$ cat config.mk
export PLATFORM = sky130hd
export DESIGN_NAME = accel_regbank
export DESIGN_NICKNAME = d
export VERILOG_FILES = /design/src/rtl/accel_regbank_pkg.sv /design/src/rtl/accel_regbank_ctrl.sv /design/src/rtl/accel_regbank_dp.sv /design/src/rtl/accel_regbank.sv
export SDC_FILE = /design/constraint.sdc
export NUM_CORES = 1
export LEC_CHECK = 0
export ABC_CLOCK_PERIOD_IN_PS = 4900
export BUFFER_PORTS_ARGS = -buffer_cell sky130_fd_sc_hd__buf_2
export CORE_ASPECT_RATIO = 1.5
export CORE_MARGIN = 5
export CORE_UTILIZATION = 55
export DETAILED_ROUTE_END_ITERATION = 7
export GPL_ROUTABILITY_DRIVEN = 0
export PLACE_DENSITY = 0.79
export SYNTH_ARGS = -nofsm -noshare
export SYNTH_HDL_FRONTEND = slang
export SYNTH_SLANG_ARGS = --single-unit
$ cat constraint.sdc
create_clock -name clk -period 4.9 [get_ports clk]
set_input_delay 0.49 -clock clk [delete_from_list [all_inputs] [get_ports clk]]
set_output_delay 0.49 -clock clk [all_outputs]
set_load 0.05 [all_outputs]
$ cat src/rtl/accel_regbank_pkg.sv
package accel_regbank_pkg;
  localparam int AXES     = 3;
  localparam int ADDR_W   = 6;
  localparam int AXIS_W   = $clog2(AXES);
  localparam logic [ADDR_W-1:0] MAP_BASE = 6'h28;

  typedef struct packed {
    logic [AXES-1:0] loadAxis;
  } bankStrobeT;

  function automatic logic mapHit(input logic [ADDR_W-1:0] a);
    logic [ADDR_W-1:0] off;
    off = a - MAP_BASE;
    return (a >= MAP_BASE) && (off < ADDR_W'(2 * AXES));
  endfunction

  function automatic logic [AXIS_W-1:0] mapAxis(input logic [ADDR_W-1:0] a);
    logic [ADDR_W-1:0] off;
    off = a - MAP_BASE;
    return off[AXIS_W:1];
  endfunction

  function automatic logic mapHalf(input logic [ADDR_W-1:0] a);
    logic [ADDR_W-1:0] off;
    off = a - MAP_BASE;
    return off[0];
  endfunction
endpackage

$ cat src/rtl/accel_regbank_ctrl.sv
module accel_regbank_ctrl
  import accel_regbank_pkg::*;
(
  input  logic              clk,
  input  logic              rstN,
  input  logic              sampleValid,
  input  logic              cfgHoldPair,
  input  logic              cfgReadyEn,
  input  logic              cfgPinSelIrq,
  input  logic [AXES-1:0]   axisEn,
  input  logic              irqIn,
  input  logic              rdValid,
  input  logic [ADDR_W-1:0] rdAddr,
  output bankStrobeT        strobe,
  output logic              readyPin
);
  logic              rdHit;
  logic [AXIS_W-1:0] rdAxis;
  logic              rdHalf;
  logic [AXES-1:0][1:0] readNow;
  logic [AXES-1:0][1:0] halfSeen;
  logic [AXES-1:0][1:0] pend;
  logic [AXES-1:0]   frozen;
  logic [AXES-1:0]   axisNew;
  logic              allNew;
  logic              noneNew;
  logic              readyState;

  assign rdHit  = mapHit(rdAddr);
  assign rdAxis = mapAxis(rdAddr);
  assign rdHalf = mapHalf(rdAddr);

  genvar gi;
  generate
    for (gi = 0; gi < AXES; gi++) begin : gAxis
      always_comb begin
        readNow[gi] = 2'b00;
        if (rdValid && rdHit && (rdAxis == AXIS_W'(gi)))
          readNow[gi][rdHalf] = 1'b1;
      end

      assign frozen[gi]          = cfgHoldPair && (halfSeen[gi] != 2'b00);
      assign strobe.loadAxis[gi] = sampleValid &&
                                   !(cfgHoldPair && (frozen[gi] || (readNow[gi] != 2'b00)));
      assign axisNew[gi]         = |pend[gi];

      always_ff @(posedge clk or negedge rstN) begin
        if (!rstN) begin
          halfSeen[gi] <= 2'b00;
        end else if (!cfgHoldPair) begin
          halfSeen[gi] <= 2'b00;
        end else if (&(halfSeen[gi] | readNow[gi])) begin
          halfSeen[gi] <= 2'b00;
        end else begin
          halfSeen[gi] <= halfSeen[gi] | readNow[gi];
        end
      end

      always_ff @(posedge clk or negedge rstN) begin
        if (!rstN)                    pend[gi] <= 2'b00;
        else if (strobe.loadAxis[gi]) pend[gi] <= 2'b11;
        else                          pend[gi] <= pend[gi] & ~readNow[gi];
      end


      held_pair_chk: assert property (@(posedge clk) disable iff (!rstN)
        (cfgHoldPair && halfSeen[gi] != 2'b00) |-> !strobe.loadAxis[gi]);
    end
  endgenerate

  assign allNew  = (|axisEn) && (&(axisNew | ~axisEn));
  assign noneNew = ~|(axisNew & axisEn);

  always_ff @(posedge clk or negedge rstN) begin
    if (!rstN)        readyState <= 1'b0;
    else if (allNew)  readyState <= 1'b1;
    else if (noneNew) readyState <= 1'b0;
  end

  assign readyPin = cfgPinSelIrq ? irqIn : (cfgReadyEn & readyState);


  load_needs_strobe_chk: assert property (@(posedge clk) disable iff (!rstN)
    (|strobe.loadAxis) |-> sampleValid);

  ready_rise_chk: assert property (@(posedge clk) disable iff (!rstN)
    $rose(readyState) |-> $past(|axisEn));

  pin_gate_chk: assert property (@(posedge clk) disable iff (!rstN)
    (!cfgPinSelIrq && !cfgReadyEn) |-> !readyPin);

  pin_irq_chk: assert property (@(posedge clk) disable iff (!rstN)
    cfgPinSelIrq |-> (readyPin == irqIn));
endmodule

$ cat src/rtl/accel_regbank_dp.sv
module accel_regbank_dp
  import accel_regbank_pkg::*;
#(
  parameter int SAMPLE_W = 16,
  parameter int NARROW_W = 12,
  parameter int DATA_W   = 8
) (
  input  logic                          clk,
  input  logic                          rstN,
  input  bankStrobeT                    strobe,
  input  logic [AXES-1:0][SAMPLE_W-1:0] sampleIn,
  input  logic                          cfgSwapBytes,
  input  logic                          cfgWideAlign,
  input  logic                          rdValid,
  input  logic [ADDR_W-1:0]             rdAddr,
  output logic [DATA_W-1:0]             rdData
);
  localparam int EXT_W = SAMPLE_W - NARROW_W;

  logic [AXES-1:0][SAMPLE_W-1:0] store;
  logic [AXES-1:0][SAMPLE_W-1:0] shaped;
  logic              rdHit;
  logic [AXIS_W-1:0] rdAxis;
  logic              highSel;
  logic [DATA_W-1:0] byteOut;

  genvar gi;
  generate
    for (gi = 0; gi < AXES; gi++) begin : gStore
      always_ff @(posedge clk or negedge rstN) begin
        if (!rstN)                    store[gi] <= '0;
        else if (strobe.loadAxis[gi]) store[gi] <= sampleIn[gi];
      end

      assign shaped[gi] = cfgWideAlign ? store[gi]
                        : {{EXT_W{store[gi][SAMPLE_W-1]}}, store[gi][SAMPLE_W-1 -: NARROW_W]};


      store_hold_chk: assert property (@(posedge clk) disable iff (!rstN)
        !strobe.loadAxis[gi] |=> $stable(store[gi]));
    end
  endgenerate

  assign rdHit   = mapHit(rdAddr);
  assign rdAxis  = mapAxis(rdAddr);
  assign highSel = mapHalf(rdAddr) ^ cfgSwapBytes;

  always_comb begin
    byteOut = '0;
    for (int i = 0; i < AXES; i++) begin
      if (rdAxis == AXIS_W'(i))
        byteOut = highSel ? shaped[i][2*DATA_W-1 -: DATA_W] : shaped[i][DATA_W-1:0];
    end
  end

  always_ff @(posedge clk or negedge rstN) begin
    if (!rstN)                rdData <= '0;
    else if (rdValid && rdHit) rdData <= byteOut;
    else                      rdData <= '0;
  end


  idle_zero_chk: assert property (@(posedge clk) disable iff (!rstN)
    !$past(rdValid) |-> (rdData == '0));
endmodule

$ cat src/rtl/accel_regbank.sv
module accel_regbank
  import accel_regbank_pkg::*;
#(
  parameter int SAMPLE_W = 16,
  parameter int NARROW_W = 12,
  parameter int DATA_W   = 8
) (
  input  logic                clk,
  input  logic                rstN,
  input  logic                sampleValid,
  input  logic [SAMPLE_W-1:0] sampleX,
  input  logic [SAMPLE_W-1:0] sampleY,
  input  logic [SAMPLE_W-1:0] sampleZ,
  input  logic                cfgSwapBytes,
  input  logic                cfgWideAlign,
  input  logic                cfgHoldPair,
  input  logic                cfgReadyEn,
  input  logic                cfgPinSelIrq,
  input  logic [AXES-1:0]     axisEn,
  input  logic                irqIn,
  input  logic                rdValid,
  input  logic [ADDR_W-1:0]   rdAddr,
  output logic [DATA_W-1:0]   rdData,
  output logic                readyPin
);
  bankStrobeT                    strobe;
  logic [AXES-1:0][SAMPLE_W-1:0] sampleIn;

  assign sampleIn = {sampleZ, sampleY, sampleX};

  accel_regbank_ctrl uCtrl (
    .clk(clk), .rstN(rstN), .sampleValid(sampleValid),
    .cfgHoldPair(cfgHoldPair), .cfgReadyEn(cfgReadyEn), .cfgPinSelIrq(cfgPinSelIrq),
    .axisEn(axisEn), .irqIn(irqIn), .rdValid(rdValid), .rdAddr(rdAddr),
    .strobe(strobe), .readyPin(readyPin)
  );

  accel_regbank_dp #(.SAMPLE_W(SAMPLE_W), .NARROW_W(NARROW_W), .DATA_W(DATA_W)) uDp (
    .clk(clk), .rstN(rstN), .strobe(strobe), .sampleIn(sampleIn),
    .cfgSwapBytes(cfgSwapBytes), .cfgWideAlign(cfgWideAlign),
    .rdValid(rdValid), .rdAddr(rdAddr), .rdData(rdData)
  );
endmodule

==> results of run 1 <==
## synth_stat cells (6+ instances only)
cell type,count,area [µm²]
a21oi_1,8,40.0
clkbuf_1,6,22.5
dfrtp_1,69,1730
mux2_2,58,653
mux2i_1,14,140
mux4_1,7,184
mux4_2,6,135
nand2_1,11,41.3
nand2b_1,6,37.5
nand3_1,9,45.0
nand3b_1,9,67.6
nor2_1,10,37.5
o21ai_0,15,75.1
## stage by stage
stage          cell area [µm²]  worst slack (ns)  instances
2_1_floorplan             3630              2.70        287
3_3_place_gp              4020              2.22        422
3_5_place_dp              4020              2.16        422
4_1_cts                   4210              2.51        438
5_1_grt                   4210              2.36        438
6_report                  4210              2.52        438
## state kept, by name (all words and copies together) (netlist names)
name,cells
uCtrl.readyState,1
uCtrl.pend,6
uCtrl.halfSeen,6
uDp.store,48
uDp.rdData,8
## path summary, 6_finish.rpt
path / from / end / slack (ns) / cells after the start
setup reg to reg: uCtrl.halfSeen[1] / uDp.store[11] / 2.94 / 4
max in group asynchronous: rstN / uDp.store[2] / 3.98 / 2
hold reg to reg: uCtrl.halfSeen[3] / uCtrl.halfSeen[2] / 0.47 / 1
min in group clk: sampleX[14] / uDp.store[14] / 0.37 / 2
hold / removal: rstN / uDp.store[12] / 0.32 / 2
setup / recovery: rdAddr[3] / uDp.store[30] / 2.52 / 7
## power groups by stage
stage / clock network, W / logic, W / registers (W)
after detailed placement: 0 / 0.000227 / 0.000658
final: 0.000441 / 0.000225 / 0.000647
after global placement: 0 / 0.000222 / 0.000655
after global routing: 0.000475 / 0.000246 / 0.000652
after CTS: 0.000452 / 0.000228 / 0.000647
after floorplan: 0 / 0.000158 / 0.000648
## cells by family after synthesis
kind of cell,share of synthesized area
XOR/XNOR,0.00448
adder cells (fa/ha/maj),0.00345
flip-flops,0.476
AO/OA/AOI/OAI,0.0799
buffers and inverters,0.0327
multiplexers,0.306
AND/OR/NAND/NOR,0.0975
## final cells by class
class                           count  share of cell area
Multi-Input combinational cell    196               0.426
Inverter                            4             0.00356
Sequential cell                    69               0.410
Tap cell                           76              0.0226
Clock buffer                       16              0.0451
Timing Repair Buffer               77              0.0926
## routing by layer
metal  up-vias  wire (µm)  track usage
met2        67       4290        0.343
met5         -          0            0
li1       1210          -            -
met1      1278       3100        0.232
met4         0        202        0.100
met3        13        344       0.0459
==> results.sh, run 1 <==
export IMPL_status="completed"
export IMPL_syn2layout_area_growth_pct=16.1
export IMPL_intPower_w=0.000976
export IMPL_ys_ff_latch=69
export IMPL_max_freq_ghz=0.421
export IMPL_fill_cells=527
export IMPL_grt_pass1_vias=2655
export IMPL_synth_cells=287
export IMPL_die_height_um=110
export IMPL_multi_input_area_um2=1800
export IMPL_leakage_nw=1.84
export IMPL_hold_path_class="input pin to async pin"
export IMPL_ios=76
export IMPL_critPathKind="input pin to flip-flop"
export IMPL_clkLatencyLatePin_ns=0.35
export IMPL_wl_per_cell_um=18.1
export IMPL_grt_pass1_wl_mm=12.8
export IMPL_num_rows=36
export IMPL_mostFrequentLayoutCell="buf_2"
export IMPL_critical_path_top_delay_family="compound AO/OA/AOI/OAI gates"
export IMPL_drive_above_1_share=0.439
export IMPL_grt_antenna_before_repair=0
export IMPL_core_um2=6490
export IMPL_fin_util=0.650
export IMPL_regArea_um2=1730
export IMPL_hold_viol_final=0
export IMPL_relSlewSlack=0.343
export IMPL_vias_per_cell=5.86
export IMPL_avgSynthCellArea_um2=12.7
export IMPL_grt_start_max_net_pins=70
export IMPL_cp_max_fo=18
export IMPL_clock_path_buffers=2
export IMPL_synth_nets=355
export IMPL_post_route_period_util=0.485
export IMPL_comb_power_share=0.172
export IMPL_pwr_share_seq=0.493
export IMPL_syn_area_um2=3630
export IMPL_crit_chain="buf_2, inv_1, ha_1, nand3b_1, o21ai_0, a21boi_2, mux2_2"
export IMPL_seq_area_frac_synth=0.476
export IMPL_rsz0062_at_grt="false"
export IMPL_postCtsSetupBuffers=0
export IMPL_clock_sinks=69
export IMPL_cts_resized=0
export IMPL_cp_data_arrival_time_ns=2.60
export IMPL_h_tree_depth=3
export IMPL_synth_flop_cell="dfrtp_1"
export IMPL_maxSlewViolCount=0
export IMPL_tns_ns=0
export IMPL_ctsHoldBuffers=0
export IMPL_cp_required_ns=5.12
export IMPL_p_switching_w=0.000338
export IMPL_diodes=0
export IMPL_dieWidth_um=76.3
export IMPL_wirelength_mm=7.94
export IMPL_total_power_w=0.00131
export IMPL_firstDrtPassIters=4
export IMPL_drtIter0Drc=154
export IMPL_p_clk_frac=0.336
export IMPL_cpPeakStageDelay_ns=0.77
export IMPL_synth_edf_count=0
export IMPL_root_buffer="clkbuf_8"
export IMPL_cts_buffers=9
export IMPL_grt_usage=0.198
export IMPL_finalCriticalPeriod_ns=2.38
export IMPL_postRouteAntennaNets=0
export IMPL_hold_ws_ns=0.323
export IMPL_finClkSkew_ns=0.00991
export IMPL_clk_pin_slew_ns=0.07
export IMPL_initial_core_util=0.560
export IMPL_worstSetupStartpointType="input pin"
export IMPL_endpoint_kind="flip-flop"
export IMPL_worst_path_max_delay_cell="a21boi_2"
export IMPL_pwr_density_cell_nw_per_um2=312
export IMPL_crit_buf_inv=2
export IMPL_swShare=0.257
export IMPL_drcViolationCount=0
export IMPL_ys_types=38
export IMPL_dieArea_um2=8360
export IMPL_grt_overflow_total=0
export IMPL_synth_warnings=0
export IMPL_peakVddDrop_mv=0.292
export IMPL_vias=2568
export IMPL_cts_tree="yes"
export IMPL_tightest_slew_ns=0.980
export IMPL_maxCapViolations=0
export IMPL_dp_hpwl_mm=5.79
export IMPL_io_buffers=75
export IMPL_nets=425
export IMPL_synthArstFlopShare=1.00
export IMPL_mostFrequentLayoutCells="buf_2 (75), dfrtp_1 (69), mux2_2 (58), o21ai_0 (15), mux2i_1 (14)"
export IMPL_setup_violations=0
No activity file was read; power rests on OpenSTA's default activity.
==> run 2, diff against run 1 <==
--- a/config.mk
+++ b/config.mk
@@ -5,7 +5,8 @@
 export SDC_FILE = /design/constraint.sdc
 export NUM_CORES = 1
 export LEC_CHECK = 0
-export ABC_CLOCK_PERIOD_IN_PS = 4900
+export ABC_AREA = 1
+export ABC_CLOCK_PERIOD_IN_PS = 2400
 export BUFFER_PORTS_ARGS = -buffer_cell sky130_fd_sc_hd__buf_2
 export CORE_ASPECT_RATIO = 1.5
 export CORE_MARGIN = 5
==> constraint.sdc (replaced) <==
create_clock -name clk -period 2.4 [get_ports clk]
set_input_delay 0.24 -clock clk [delete_from_list [all_inputs] [get_ports clk]]
set_output_delay 0.24 -clock clk [all_outputs]
set_load 0.05 [all_outputs]
==> results.sh, run 2 <==
export IMPL_post_route_period_util=0.698
export IMPL_hold_path_class="input pin to flip-flop"
export IMPL_core_um2=6760
export IMPL_avgSynthCellArea_um2=7.13
export IMPL_rsz0062_at_grt="false"
export IMPL_cts_tree="yes"
export IMPL_peakVddDrop_mv=0.407
export IMPL_status="completed"
export IMPL_hp_start="sampleY[4]"
export IMPL_diodes=0
export IMPL_vias=3607
export IMPL_yosysMostFrequentCell="nand2_1"
export IMPL_synth_top_area_frac=0.460
export IMPL_endpoint_kind="flip-flop"
export IMPL_cp_max_fo=18
export IMPL_pwr_density_cell_nw_per_um2=613
export IMPL_nets=662
export IMPL_cp_data_arrival_time_ns=1.89
export IMPL_crit_chain="buf_2, inv_1, ha_1, nand2_1, nor2_1, nand2_2, o21ai_1, nand2_2, nand2_2, o21ai_0"
export IMPL_tightest_slew_ns=0.665
export IMPL_synth_warnings=0
export IMPL_synth_top_cell_by_area="dfrtp_1"
export IMPL_max_freq_ghz=0.597
export IMPL_h_tree_depth=3
export IMPL_ios=76
export IMPL_synth_flop_cell="dfrtp_1"
export IMPL_wl_per_cell_um=13.1
export IMPL_dieWidth_um=77.4
export IMPL_worst_path_max_delay_cell="nand2_2"
export IMPL_leakage_nw=2.40
export IMPL_worstSetupStartpointType="input pin"
export IMPL_cts_buffers=9
export IMPL_wl_met2_mm=4.39
export IMPL_finalCriticalPeriod_ns=1.68
export IMPL_drtIter0Drc=367
export IMPL_p_switching_w=0.000750
export IMPL_maxSlewViolCount=0
export IMPL_grt_usage=0.218
export IMPL_mostFrequentLayoutCells="nand2_1 (205), buf_2 (75), dfrtp_1 (69), nand3_1 (66), nor2_1 (47)"
export IMPL_routed_wl_met3_um=608
export IMPL_grt_pass1_vias=3502
export IMPL_tns_ns=0
export IMPL_firstDrtPassIters=5
export IMPL_regToRegStartpoint="uCtrl.halfSeen[5]"
export IMPL_syn_area_um2=3750
export IMPL_synth_cells=526
export IMPL_synth_area_leaders="dfrtp_1 (46%), nand2_1 (21%), nand3_1 (8.8%)"
export IMPL_setup_violations=0
export IMPL_seq_area_frac_synth=0.460
export IMPL_swShare=0.282
export IMPL_regArea_um2=1730
export IMPL_ys_types=24
export IMPL_grt_overflow_total=0
export IMPL_drt_met1_wl_mm=3.58
export IMPL_grt_antenna_before_repair=0
export IMPL_num_rows=37
export IMPL_synthArstFlopShare=1.00
export IMPL_clock_sinks=69
export IMPL_wirelength_mm=8.88
export IMPL_finClkSkew_ns=0.00925
export IMPL_drive_above_1_share=0.190
export IMPL_grt_start_max_net_pins=43
export IMPL_ys_ff_latch=69
export IMPL_largest_register="uDp.store"
export IMPL_vias_per_cell=5.33
export IMPL_reg_largest_list="uDp.store: 48 flops, uDp.rdData: 8 flops"
export IMPL_ctsHoldBuffers=1
export IMPL_clkLatencyLatePin_ns=0.35
export IMPL_initial_core_util=0.555
export IMPL_io_buffers=75
export IMPL_synth_nets=594
export IMPL_synth_edf_count=0
export IMPL_cpPeakStageDelay_ns=0.33
export IMPL_syn2layout_area_growth_pct=15.7
export IMPL_intPower_w=0.00191
export IMPL_crit_start="rdAddr[3]"
export IMPL_hold_viol_final=0
export IMPL_dp_hpwl_mm=6.66
export IMPL_dieArea_um2=8610
export IMPL_multi_input_area_um2=1760
export IMPL_largest_register_ffs=48
export IMPL_cp_common_cell="nand2_2"
export IMPL_root_buffer="clkbuf_8"
export IMPL_cts_resized=0
export IMPL_die_height_um=111
export IMPL_postCtsSetupBuffers=0
export IMPL_drcViolationCount=0
export IMPL_p_clk_frac=0.345
export IMPL_clock_path_buffers=2
export IMPL_comb_power_share=0.161
export IMPL_top_layer="met4"
export IMPL_relSlewSlack=0.556
export IMPL_postRouteAntennaNets=0
export IMPL_mostFrequentLayoutCell="nand2_1"
export IMPL_maxCapViolations=0
export IMPL_critPathKind="input pin to flip-flop"
export IMPL_yosys_top_cells_count="nand2_1 (205), dfrtp_1 (69), nand3_1 (66), nor2_1 (47), o21ai_0 (35)"
export IMPL_cp_required_ns=2.61
export IMPL_grt_pass1_wl_mm=15.3
export IMPL_pwr_share_seq=0.494
export IMPL_clk_pin_slew_ns=0.07
export IMPL_fill_cells=615
export IMPL_fin_util=0.642
==> run 2: final timing paths <==
check	endpoint	slack, ns	cells after the start
min in group asynchronous	uCtrl.pend[0]	0.33	2
hold reg to reg	uDp.store[1]	0.47	2
setup / recovery	uCtrl.pend[5]	0.72	10
hold / removal	uDp.store[20]	0.11	3
setup reg to reg	uDp.store[41]	0.93	6
max in group asynchronous	uDp.store[46]	1.39	3
==> run 2: area by class of cell <==
| type | count | area share |
|---|---|---|
| Multi-Input combinational cell | 399 | 0.406 |
| Sequential cell | 69 | 0.398 |
| Timing Repair Buffer | 84 | 0.103 |
| Clock buffer | 11 | 0.0326 |
| Inverter | 31 | 0.0268 |
| Tap cell | 78 | 0.0225 |
| Clock inverter | 5 | 0.0115 |
==> run 2: metal layers <==
metal  vias up  global-route usage
met5         -                   0
met1      1640               0.258
li1       1821                   -
met2       120               0.357
met3        26              0.0593
met4         0               0.109
==> run 2: through the flow <==
stage	hold WS (ns)	area [µm²]	power [W]	worst slack [ns]	cells
2_1_floorplan	-0.0556	3750	0.00160	0.710	526
3_3_place_gp	0.168	4140	0.00175	0.454	660
3_5_place_dp	0.174	4140	0.00176	0.366	660
4_1_cts	0.0989	4340	0.00268	0.737	677
5_1_grt	0.110	4340	0.00280	0.474	677
6_report	0.110	4340	0.00266	0.724	677
==> run 2: logic make-up after synthesis <==
group / synth area share
buffers and inverters: 0.0697
AOI/OAI and AO/OA: 0.0957
DFF: 0.460
adders and majority gates: 0.00334
and+or+nand+nor: 0.371
==> run 2: critical path: cells and delay by family <==
kind	cells	cell delay, ns
buf+inv	2	0.13
compound gates	2	0.33
simple gates	5	0.92
fa+ha+maj	1	0.27
==> run 2: power groups by stage <==
stage | registers, W | logic (W) | clock network, W
floorplan | 0.00132 | 0.000283 | 0
global placement | 0.00133 | 0.000418 | 0
detailed placement | 0.00133 | 0.000429 | 0
CTS | 0.00131 | 0.000432 | 0.000938
global route | 0.00132 | 0.000498 | 0.000981
finish | 0.00131 | 0.000429 | 0.000918
==> run 3, diff against run 2 <==
--- a/config.mk
+++ b/config.mk
@@ -6,7 +6,7 @@
 export NUM_CORES = 1
 export LEC_CHECK = 0
 export ABC_AREA = 1
-export ABC_CLOCK_PERIOD_IN_PS = 2400
+export ABC_CLOCK_PERIOD_IN_PS = 1600
 export BUFFER_PORTS_ARGS = -buffer_cell sky130_fd_sc_hd__buf_2
 export CORE_ASPECT_RATIO = 1.5
 export CORE_MARGIN = 5
==> constraint.sdc (replaced) <==
create_clock -name clk -period 1.6 [get_ports clk]
set_input_delay 0.16 -clock clk [delete_from_list [all_inputs] [get_ports clk]]
set_output_delay 0.16 -clock clk [all_outputs]
set_load 0.05 [all_outputs]
==> results.sh, run 3 (synthesized netlist as in run 2, its figures left out) <==
export IMPL_crit_buf_inv=1
export IMPL_wl_per_cell_um=13.1
export IMPL_post_route_period_util=0.815
export IMPL_ctsHoldBuffers=1
export IMPL_placed_cells=668
export IMPL_hold_ws_ns=0.0349
export IMPL_ios=76
export IMPL_total_power_w=0.00417
export IMPL_critPathKind="flip-flop to primary output"
export IMPL_postCtsSetupBuffers=0
export IMPL_cts_buffers=9
export IMPL_relSlewSlack=0.739
export IMPL_dp_hpwl_mm=6.56
export IMPL_peakVddDrop_mv=0.797
export IMPL_cp_required_ns=1.44
export IMPL_grt_overflow_total=0
export IMPL_drive_above_1_share=0.201
export IMPL_grt_start_max_net_pins=70
export IMPL_finalCriticalPeriod_ns=1.30
export IMPL_drcViolationCount=0
export IMPL_finClkSkew_ns=0.00687
export IMPL_vias_per_cell=5.27
export IMPL_maxSlewViolCount=0
export IMPL_endpoint_kind="primary output"
export IMPL_vias=3604
export IMPL_cts_tree="yes"
export IMPL_grt_pass1_vias=3420
export IMPL_root_buffer="clkbuf_8"
export IMPL_mostFrequentLayoutCell="nand2_1"
export IMPL_nets=670
export IMPL_cp_data_arrival_time_ns=1.14
export IMPL_grt_pass1_wl_mm=15.4
export IMPL_initial_core_util=0.555
export IMPL_cp_max_fo=2
export IMPL_h_tree_depth=3
export IMPL_dieArea_um2=8610
export IMPL_cts_resized=0
export IMPL_die_height_um=111
export IMPL_setup_violations=0
export IMPL_critical_path_top_delay_family="flip-flops"
export IMPL_dieWidth_um=77.4
export IMPL_clkLatencyLatePin_ns=0.35
export IMPL_wirelength_mm=8.97
export IMPL_crit_chain="nand2_1, o21ai_1, buf_2"
export IMPL_mostFrequentLayoutCells="nand2_1 (205), buf_2 (75), dfrtp_1 (69), nand3_1 (66), nor2_1 (47)"
export IMPL_hold_viol_final=0
export IMPL_syn2layout_area_growth_pct=19.5
export IMPL_clock_sinks=69
export IMPL_fin_cells=684
export IMPL_firstDrtPassIters=4
export IMPL_worst_path_max_delay_cell="dfrtp_1"
export IMPL_tightest_slew_ns=0.392
export IMPL_tns_ns=0
export IMPL_grt_antenna_before_repair=0
export IMPL_hold_path_class="input pin to flip-flop"
export IMPL_diodes=0
export IMPL_drtIter0Drc=269
export IMPL_num_rows=37
export IMPL_max_freq_ghz=0.767
export IMPL_worstSetupStartpointType="flip-flop"
export IMPL_clock_path_buffers=2
export IMPL_fill_cells=594
export IMPL_fin_util=0.663
export IMPL_postRouteAntennaNets=0
export IMPL_maxCapViolations=0
export IMPL_status="completed"
export IMPL_core_um2=6760
export IMPL_clk_pin_slew_ns=0.07
export IMPL_grt_usage=0.221
export IMPL_largest_register_ffs=48
export IMPL_reg_largest_list="uDp.store: 48 flops, uDp.rdData: 8 flops"
export IMPL_cpPeakStageDelay_ns=0.35
export IMPL_rsz0062_at_grt="false"
export IMPL_leakage_nw=2.47
export IMPL_io_buffers=75
export IMPL_largest_register="uDp.store"
export IMPL_pwr_density_cell_nw_per_um2=930
run 3: cell types whose count changed in the layout (fill, tap and decap cells not counted), sizes merged:
cell    change
bufinv      +1
clkinv      -1
clkbuf      -1
buf         +8
run 3: final cells by class:
cell class              instances  area [µm²]  share of cell area
flip-flops and latches         69        1730               0.385
repair buffers                 92         568               0.127
well taps                      78        97.6              0.0218
inverters                      31         116              0.0259
clock buffers                  10         138              0.0307
clock inverters                 5        75.1              0.0167
multi-input cells             399        1760               0.393
run 3: final timing paths:
check                                  startpoint                 to  slack [ns]  depth (start not counted)
worst max-delay path             uCtrl.readyState           readyPin        0.30                          3
worst min-delay path                   sampleY[8]      uDp.store[24]        0.03                          3
worst min register to register       uDp.store[3]       uDp.store[3]        0.48                          2
max in group asynchronous                    rstN      uDp.store[29]        0.97                          3
worst max register to register  uCtrl.halfSeen[2]      uDp.store[30]        0.36                          6
min in group asynchronous                    rstN  uCtrl.halfSeen[1]        0.35                          3
run 3: routing by layer:
metal	global-route usage	vias to the layer above	wire, µm
met5	0	-	0
met4	0.0757	0	170
met2	0.366	81	4570
met3	0.0602	13	448
li1	-	1837	-
met1	0.275	1673	3780
run 3: through the flow:
step	setup WS, ns	cell area, µm²
2_1_floorplan	0.146	3750
3_3_place_gp	0.00500	4260
3_5_place_dp	-0.0395	4260
4_1_cts	0.271	4480
5_1_grt	0.183	4480
6_report	0.297	4480
run 3: worst min-delay path: stages:
cell and delay (ns):
buf_2 0.07, nand3_1 0.06, nand2_1 0.06
run 3: power by group:
| group | switching [W] | total, W | internal (W) |
|---|---|---|---|
| combinational | 0.000410 | 0.000680 | 0.000270 |
| sequential | 0.0000948 | 0.00197 | 0.00187 |
| clock | 0.000623 | 0.00153 | 0.000902 |
